**config.mk**
```make
export PLATFORM = sky130hd
export DESIGN_NAME = mbus_seq
export DESIGN_NICKNAME = d
export VERILOG_FILES = /design/src/rtl/mbus_seq_pkg.sv /design/src/rtl/mbus_phase_gen.sv /design/src/rtl/mbus_req_slot.sv /design/src/rtl/mbus_pin_ctl.sv /design/src/rtl/mbus_seq.sv
export SDC_FILE = /design/constraint.sdc
export NUM_CORES = 1
export LEC_CHECK = 0
export BUFFER_PORTS_ARGS = -buffer_cell sky130_fd_sc_hd__buf_4
export CAP_MARGIN = 20
export CORE_ASPECT_RATIO = 2
export CORE_MARGIN = 2
export CORE_UTILIZATION = 40
export CTS_BUF_LIST = sky130_fd_sc_hd__clkbuf_4 sky130_fd_sc_hd__clkbuf_8
export CTS_CLUSTER_DIAMETER = 120
export DETAILED_ROUTE_END_ITERATION = 8
export MAX_ROUTING_LAYER = met4
export PLACE_DENSITY = 0.66
export REMOVE_ABC_BUFFERS = 1
export SETUP_SLACK_MARGIN = 0.2
export SYNTH_ARGS = -nofsm -noshare
export SYNTH_HDL_FRONTEND = slang
export SYNTH_HIERARCHICAL = 1
export SYNTH_SLANG_ARGS = --single-unit
export TNS_END_PERCENT = 30
```
**constraint.sdc**
```tcl
create_clock -name clk -period 1.6 [get_ports clk]
set_clock_uncertainty 0.2 [all_clocks]
set_input_delay 0.24 -clock clk [delete_from_list [all_inputs] [get_ports clk]]
set_output_delay 0.24 -clock clk [all_outputs]
set_load 0.02 [all_outputs]
```
**src/rtl/mbus_seq_pkg.sv**
```systemverilog
package mbus_seq_pkg;

    typedef enum logic [1:0] {
        MB_FETCH = 2'b00,
        MB_READ  = 2'b01,
        MB_WRITE = 2'b10,
        MB_RSVD  = 2'b11
    } mb_kind_e;

    localparam int MB_PERIOD = 4;

    function automatic logic kind_returns_data(input logic [1:0] kind);
        return (kind == MB_FETCH) || (kind == MB_READ);
    endfunction

endpackage

```
**src/rtl/mbus_phase_gen.sv**
```systemverilog
module mbus_phase_gen #(
    parameter int PHASES = 4,
    parameter int PH_W   = $clog2(PHASES)
) (
    input  logic            clk,
    input  logic            rst_n,
    output logic [PH_W-1:0] phase,
    output logic            last_ph
);
    localparam logic [PH_W-1:0] PH_LAST = PH_W'(PHASES - 1);

    typedef struct packed {
        logic [PH_W-1:0] ph;
    } st_t;

    st_t state_d, state_q;

    always_comb begin
        state_d = state_q;
        if (state_q.ph == PH_LAST) begin
            state_d.ph = '0;
        end else begin
            state_d.ph = state_q.ph + 1'b1;
        end
    end

    always_ff @(posedge clk or negedge rst_n) begin
        if (!rst_n) begin
            state_q <= '0;
        end else begin
            state_q <= state_d;
        end
    end

    assign phase   = state_q.ph;
    assign last_ph = (state_q.ph == PH_LAST);

endmodule

```
**src/rtl/mbus_req_slot.sv**
```systemverilog
module mbus_req_slot #(
    parameter int DATA_W = 8
) (
    input  logic              clk,
    input  logic              rst_n,
    input  logic              last_ph,
    input  logic              req_valid,
    output logic              req_ready,
    input  logic [1:0]        req_kind,
    input  logic [DATA_W-1:0] req_addr,
    input  logic [DATA_W-1:0] req_wdata,
    output logic              cur_vld,
    output logic [1:0]        cur_kind,
    output logic [DATA_W-1:0] cur_addr,
    output logic [DATA_W-1:0] cur_wdata
);
    typedef struct packed {
        logic              vld;
        logic [1:0]        kind;
        logic [DATA_W-1:0] addr;
        logic [DATA_W-1:0] wdata;
    } slot_t;

    typedef struct packed {
        slot_t pend;
        slot_t cur;
    } st_t;

    st_t  state_d, state_q;
    logic take;

    assign req_ready = !state_q.pend.vld;
    assign take      = req_valid && !state_q.pend.vld;

    always_comb begin
        state_d = state_q;
        // Period boundary: the held request becomes the running access.
        if (last_ph) begin
            state_d.cur      = state_q.pend;
            state_d.pend.vld = 1'b0;
        end
        // A new request is only parked; it never alters the running period.
        if (take) begin
            state_d.pend.vld   = 1'b1;
            state_d.pend.kind  = req_kind;
            state_d.pend.addr  = req_addr;
            state_d.pend.wdata = req_wdata;
        end
    end

    always_ff @(posedge clk or negedge rst_n) begin
        if (!rst_n) begin
            state_q <= '0;
        end else begin
            state_q <= state_d;
        end
    end

    assign cur_vld   = state_q.cur.vld;
    assign cur_kind  = state_q.cur.kind;
    assign cur_addr  = state_q.cur.addr;
    assign cur_wdata = state_q.cur.wdata;

endmodule

```
**src/rtl/mbus_pin_ctl.sv**
```systemverilog
module mbus_pin_ctl
    import mbus_seq_pkg::*;
#(
    parameter int DATA_W = 8,
    parameter int PHASES = 4,
    parameter int PH_W   = $clog2(PHASES)
) (
    input  logic              clk,
    input  logic              rst_n,
    input  logic              ale_off,
    input  logic [PH_W-1:0]   phase,
    input  logic              last_ph,
    input  logic              cur_vld,
    input  logic [1:0]        cur_kind,
    input  logic [DATA_W-1:0] cur_addr,
    input  logic [DATA_W-1:0] cur_wdata,
    input  logic [DATA_W-1:0] port_in,
    output logic              ale,
    output logic              psen_n,
    output logic              rd_n,
    output logic              wr_n,
    output logic [DATA_W-1:0] port_out,
    output logic              port_oe,
    output logic              rsp_valid,
    output logic [DATA_W-1:0] rsp_data
);
    localparam int              ADDR_PHASES = PHASES / 2;
    localparam logic [PH_W-1:0] PH_DATA0    = PH_W'(ADDR_PHASES);
    localparam logic [PH_W-1:0] PH_LAST     = PH_W'(PHASES - 1);

    // Falling-edge state: second half of the latch pulse and read capture.
    typedef struct packed {
        logic              ale_tail;
        logic [DATA_W-1:0] cap;
    } neg_t;

    // Rising-edge state: response towards the requester.
    typedef struct packed {
        logic              vld;
        logic [DATA_W-1:0] data;
    } pos_t;

    neg_t neg_d, neg_q;
    pos_t pos_d, pos_q;

    logic addr_ph;
    logic data_ph;
    logic is_write;
    logic wants_data;

    assign addr_ph    = cur_vld && (phase < PH_DATA0);
    assign data_ph    = cur_vld && (phase >= PH_DATA0);
    assign is_write   = (cur_kind == MB_WRITE);
    assign wants_data = kind_returns_data(cur_kind);

    always_comb begin
        neg_d          = neg_q;
        neg_d.ale_tail = (phase == '0);
        if (data_ph && wants_data && (phase == PH_LAST)) begin
            neg_d.cap = port_in;
        end
    end

    always_ff @(negedge clk or negedge rst_n) begin
        if (!rst_n) begin
            neg_q <= '0;
        end else begin
            neg_q <= neg_d;
        end
    end

    always_comb begin
        pos_d     = pos_q;
        pos_d.vld = last_ph && cur_vld && wants_data;
        if (pos_d.vld) begin
            pos_d.data = neg_q.cap;
        end
    end

    always_ff @(posedge clk or negedge rst_n) begin
        if (!rst_n) begin
            pos_q <= '0;
        end else begin
            pos_q <= pos_d;
        end
    end

    // Pulse: whole first clock plus the first half of the second clock.
    assign ale = !rst_n
               || (ale_off && !cur_vld)
               || (phase == '0)
               || neg_q.ale_tail;

    assign port_oe  = rst_n && (addr_ph || (data_ph && is_write));
    assign port_out = addr_ph ? cur_addr
                    : ((data_ph && is_write) ? cur_wdata : '0);

    assign psen_n = !(data_ph && (cur_kind == MB_FETCH));
    assign rd_n   = !(data_ph && (cur_kind == MB_READ));
    assign wr_n   = !(data_ph && is_write);

    assign rsp_valid = pos_q.vld;
    assign rsp_data  = pos_q.data;

endmodule

```
**src/rtl/mbus_seq.sv**
```systemverilog
module mbus_seq #(
    parameter int DATA_W = 8,
    parameter int PHASES = mbus_seq_pkg::MB_PERIOD
) (
    input  logic              clk,
    input  logic              rst_n,
    input  logic              ale_off,
    input  logic              req_valid,
    output logic              req_ready,
    input  logic [1:0]        req_kind,
    input  logic [DATA_W-1:0] req_addr,
    input  logic [DATA_W-1:0] req_wdata,
    output logic              rsp_valid,
    output logic [DATA_W-1:0] rsp_data,
    output logic              ale,
    output logic              psen_n,
    output logic              rd_n,
    output logic              wr_n,
    output logic [DATA_W-1:0] port_out,
    output logic              port_oe,
    input  logic [DATA_W-1:0] port_in
);
    localparam int PH_W = $clog2(PHASES);

    logic [PH_W-1:0]   phase;
    logic              last_ph;
    logic              cur_vld;
    logic [1:0]        cur_kind;
    logic [DATA_W-1:0] cur_addr;
    logic [DATA_W-1:0] cur_wdata;

    mbus_phase_gen #(
        .PHASES (PHASES),
        .PH_W   (PH_W)
    ) phase_i (
        .clk     (clk),
        .rst_n   (rst_n),
        .phase   (phase),
        .last_ph (last_ph)
    );

    mbus_req_slot #(
        .DATA_W (DATA_W)
    ) slot_i (
        .clk       (clk),
        .rst_n     (rst_n),
        .last_ph   (last_ph),
        .req_valid (req_valid),
        .req_ready (req_ready),
        .req_kind  (req_kind),
        .req_addr  (req_addr),
        .req_wdata (req_wdata),
        .cur_vld   (cur_vld),
        .cur_kind  (cur_kind),
        .cur_addr  (cur_addr),
        .cur_wdata (cur_wdata)
    );

    mbus_pin_ctl #(
        .DATA_W (DATA_W),
        .PHASES (PHASES),
        .PH_W   (PH_W)
    ) pins_i (
        .clk       (clk),
        .rst_n     (rst_n),
        .ale_off   (ale_off),
        .phase     (phase),
        .last_ph   (last_ph),
        .cur_vld   (cur_vld),
        .cur_kind  (cur_kind),
        .cur_addr  (cur_addr),
        .cur_wdata (cur_wdata),
        .port_in   (port_in),
        .ale       (ale),
        .psen_n    (psen_n),
        .rd_n      (rd_n),
        .wr_n      (wr_n),
        .port_out  (port_out),
        .port_oe   (port_oe),
        .rsp_valid (rsp_valid),
        .rsp_data  (rsp_data)
    );

endmodule

```
==> summary.txt <==
YOSYS
------------------------------------------------------------------------------
Synthesized netlist cell count                                             180
Seq/Total Area, Yosys                                                    55.9%
Unique masters post-synth                                                   24
Post-Synthesis Mean Instance Area                                   14.4 sq um
Cell area after synthesis                                           2600 sq um
Warnings from Yosys                                                          6
Register bit total from synthesis                                           58

CRITICAL PATH
------------------------------------------------------------------------------
Biggest fanout along the worst timing path                                   1
Element type at the critical path start                                   flop
Dominant delay contributor by cell family on the critical path    simple AND/OR/NAND/NOR gates
Endpoint required time on the critical path                            1.16 ns
Largest incremental delay on the critical path                         0.48 ns
Data arrival at the endpoint of the critical path                      2.07 ns
CP bufs+invs                                                                 1
Worst setup EP type                                               primary output
Series of cell instances along the critical path                  or4b_4 -> buf_6
Critical Path Slowest Stage Cell                                  sky130_fd_sc_hd__or4b_4
Startpoint-to-endpoint class of the critical path                   reg -> out

GLOBAL ROUTE
------------------------------------------------------------------------------
Global route total overflow                                                  0
Met1 Track Usage GR                                                      21.6%
Wire length of the first global-routing pass                           9160 um
Fraction of met2 tracks used by global routing                           27.7%
Initial antenna violation count                                              0
Pin count of the biggest net entering global routing                        26
Met3 layer usage reported by global route                                4.73%
Via count of the first global-routing pass                                1794
Overall routing resource usage                                           17.7%
Highest-utilization routing layer at the global route stage               met2

STATUS
------------------------------------------------------------------------------
Violations in the final reports                                   negative setup slack
Result of the run                                                 finished, violations left

STA
------------------------------------------------------------------------------
Unrepaired setup endpoints after global routing                           true
Minimum hold slack                                                    0.254 ns
Final setup margin                                                   -0.905 ns
Slew at the pin with the worst max-slew slack                         0.275 ns
Final-report setup violation count                                          52
Relative slew slack                                                      81.7%
Total negative slack                                                 -19.22 ns
Final number of hold-violating endpoints                                     0
Number of max-slew violations in the final report                            0

DIE
------------------------------------------------------------------------------
Height of the chip                                                      118 um
Standard-cell row count                                                     41
Floorplan Core Area                                                 6310 sq um
Chip Width                                                             61.0 um
Initial standard-cell utilization of the core                            41.1%
Die area                                                            7190 sq um
Top Ports                                                                   53

LAYOUT
------------------------------------------------------------------------------
Post-route cell area                                                3820 sq um
# nets final                                                               293
Ratio of cells with drive above 1 in the final layout                    62.9%
Area overhead of the layout relative to synthesis                        47.3%
Number of standard cells in the layout, taps in and fillers out            353
Diode insertion count for antenna repair                                     0

ROUTE
------------------------------------------------------------------------------
Drt first-iter violations                                                   43
Number of iterations in the first detailed-routing pass                      4
Routed vias/inst                                                          4.73
Post-detailed-route DRC marker count                                         0
Total detailed-routing wirelength                                      5520 um
Drt wl/cell                                                            15.6 um
Number of vias after detailed routing                                     1670
Final ANT Viol Nets                                                          0

POWER AND IR DROP
------------------------------------------------------------------------------
Power density of the placed cells                                 1310 nW/um^2
LEAKAGE                                                                1.76 nW
Peak supply drop                                                      0.909 mV

JOB
------------------------------------------------------------------------------
Number of max-capacitance violations reported                                0

CLOCK TREE
------------------------------------------------------------------------------
Latest clock arrival within the worst-skew pair                        0.32 ns
Root cell of the clock tree                                       sky130_fd_sc_hd__clkbuf_8
Clk pin slew, worst setup/hold paths                                   0.07 ns
Inserted Clock Buffers                                                       9
Worst-case clock buffer depth                                                2
TritonCTS clock tree                                                     built
Number of H-tree branching levels                                            3
Number of clock sinks seen by CTS                                           58

PLACED DESIGN
------------------------------------------------------------------------------
Pre-CTS setup slack                                                  -0.630 ns
Count of input and output buffers                                           52
Routability-driven placement congestion ratio                            0.753
Post-DP Area                                                        3000 sq um
Dpl hpwl                                                               3330 um
Placed insts                                                               302

MIN PATH
------------------------------------------------------------------------------
Hold Crit Class                                                    in -> async

registers in the layout, indices dropped and copies added, names as in the netlist:
name,count
phase_i/phase,2
pins_i/neg_q,9
pins_i/rsp_data,8
pins_i/rsp_valid,1
slot_i/cur_addr,8
slot_i/cur_kind,2
slot_i/cur_vld,1
slot_i/cur_wdata,8
slot_i/state_q,19
per-layer routing:
metal / share of wire (%) / routed length, um / vias to the layer above
met4: 0.72 / 40 / 0
met2: 54 / 3000 / 39
met1: 41 / 2270 / 849
li1: - / - / 780
met5: 0 / 0 / -
met3: 3.8 / 210 / 2
synth_stat cells:
| cell type | n | area (sq um) |
|---|---|---|
| sky130_fd_sc_hd__buf_2 | 2 | 10.0 |
| sky130_fd_sc_hd__clkbuf_1 | 3 | 11.3 |
| sky130_fd_sc_hd__dfrtn_1 | 9 | 225 |
| sky130_fd_sc_hd__nand2b_1 | 9 | 56.3 |
| sky130_fd_sc_hd__a21boi_0 | 8 | 60.1 |
| sky130_fd_sc_hd__ha_1 | 1 | 12.5 |
| sky130_fd_sc_hd__dfrtp_1 | 49 | 1230 |
| sky130_fd_sc_hd__mux2_2 | 44 | 495 |
| sky130_fd_sc_hd__nor2b_1 | 2 | 12.5 |
| sky130_fd_sc_hd__nand3b_2 | 1 | 11.3 |
| sky130_fd_sc_hd__nand2_1 | 2 | 7.51 |
| sky130_fd_sc_hd__nor2_1 | 2 | 7.51 |
| sky130_fd_sc_hd__inv_1 | 2 | 7.51 |
| sky130_fd_sc_hd__mux2_4 | 9 | 135 |
| sky130_fd_sc_hd__buf_6 | 2 | 22.5 |
| sky130_fd_sc_hd__buf_8 | 1 | 15.0 |
| sky130_fd_sc_hd__or4b_1 | 1 | 10.0 |
| sky130_fd_sc_hd__o21bai_1 | 1 | 7.51 |
| sky130_fd_sc_hd__or2_2 | 1 | 6.26 |
| sky130_fd_sc_hd__buf_4 | 19 | 143 |
| sky130_fd_sc_hd__nand4b_1 | 9 | 78.8 |
| sky130_fd_sc_hd__a21oi_1 | 1 | 5.00 |
| sky130_fd_sc_hd__or3_1 | 1 | 6.26 |
| sky130_fd_sc_hd__nand4b_4 | 1 | 23.8 |
cells in the final DEF, fill, tap and decap left out, types with 2 or more instances in the layout:
cell                            instances
sky130_fd_sc_hd__a21boi_2               6
sky130_fd_sc_hd__bufinv_16              2
sky130_fd_sc_hd__dfrtn_1                9
sky130_fd_sc_hd__nand4b_1               9
sky130_fd_sc_hd__mux2_4                26
sky130_fd_sc_hd__buf_6                 19
sky130_fd_sc_hd__nand2b_4               2
sky130_fd_sc_hd__dlygate4sd3_1         20
sky130_fd_sc_hd__buf_12                 4
sky130_fd_sc_hd__mux2_2                27
sky130_fd_sc_hd__dfrtp_2                2
sky130_fd_sc_hd__nand3b_4               2
sky130_fd_sc_hd__nand2b_1               7
sky130_fd_sc_hd__buf_4                 54
sky130_fd_sc_hd__dfrtp_1               47
sky130_fd_sc_hd__a21boi_1               2
sky130_fd_sc_hd__clkbuf_8              12
path summary, 6_finish.rpt:
| path | start | slack [ns] | cells after the start | end |
|---|---|---|---|---|
| min in group clk | pins_i/neg_q[1]$_DFFE_NN0P_ | 0.26 | 1 | pins_i/neg_q[1]$_DFFE_NN0P_ |
| max | pins_i/neg_q[8]$_DFF_NN0_ | -0.91 | 2 | ale |
| min | rst_n | 0.25 | 3 | pins_i/rsp_data[7]$_DFFE_PN0P_ |
| min reg2reg | pins_i/neg_q[1]$_DFFE_NN0P_ | 0.26 | 1 | pins_i/neg_q[1]$_DFFE_NN0P_ |
| max in group asynchronous | rst_n | 0.41 | 4 | slot_i/state_q[30]$_DFFE_PN0P_ |
| max reg2reg | phase_i/phase[1]$_DFF_PN0_ | -0.53 | 2 | pins_i/neg_q[7]$_DFFE_NN0P_ |
power by group:
group,switching [mW],internal (mW)
logic,0.548,0.813
clock network,0.562,1.00
registers,0.227,1.85
cell families after synthesis:
logic type               share of synthesized area [%]
adder cells (fa/ha/maj)                          0.482
buffers and inverters                             8.05
flip-flops                                        55.9
AO/OA/AOI/OAI                                     2.80
multiplexers                                      24.3
AND/OR/NAND/NOR                                   8.48
final cells by class:
cell class              count  area, sq um
clock buffers              12          165
clock inverters             4         72.6
fillers                   487         2480
inverters                   2         7.51
multi-input cells          94         1120
flip-flops and latches     58         1450
well taps                  86          108
repair buffers             97          900
through the flow:
stage          power (mW)  utilization (%)
3_5_place_dp         3.20             47.6
3_3_place_gp         3.18             47.6
5_1_grt              5.25             60.6
6_report             5.00             60.6
4_1_cts              5.01             59.7
2_1_floorplan        2.70                -
timing repair:
item,CTS,global route
endpoints found under the setup margin,71,72
hold endpoints to repair,67,0
pin swaps,8,4
buffers inserted,8,3
cloned,3,0
resized for setup,63,8
hold buffers,21,0
worst reg2reg max path: cells and delay by family, from the launching register on:
kind,cells,cell delay [ns]
and+or+nand+nor,1,0.18
muxes,1,0.36
DFF,1,0.44
Power figures use the tool's default switching activity.
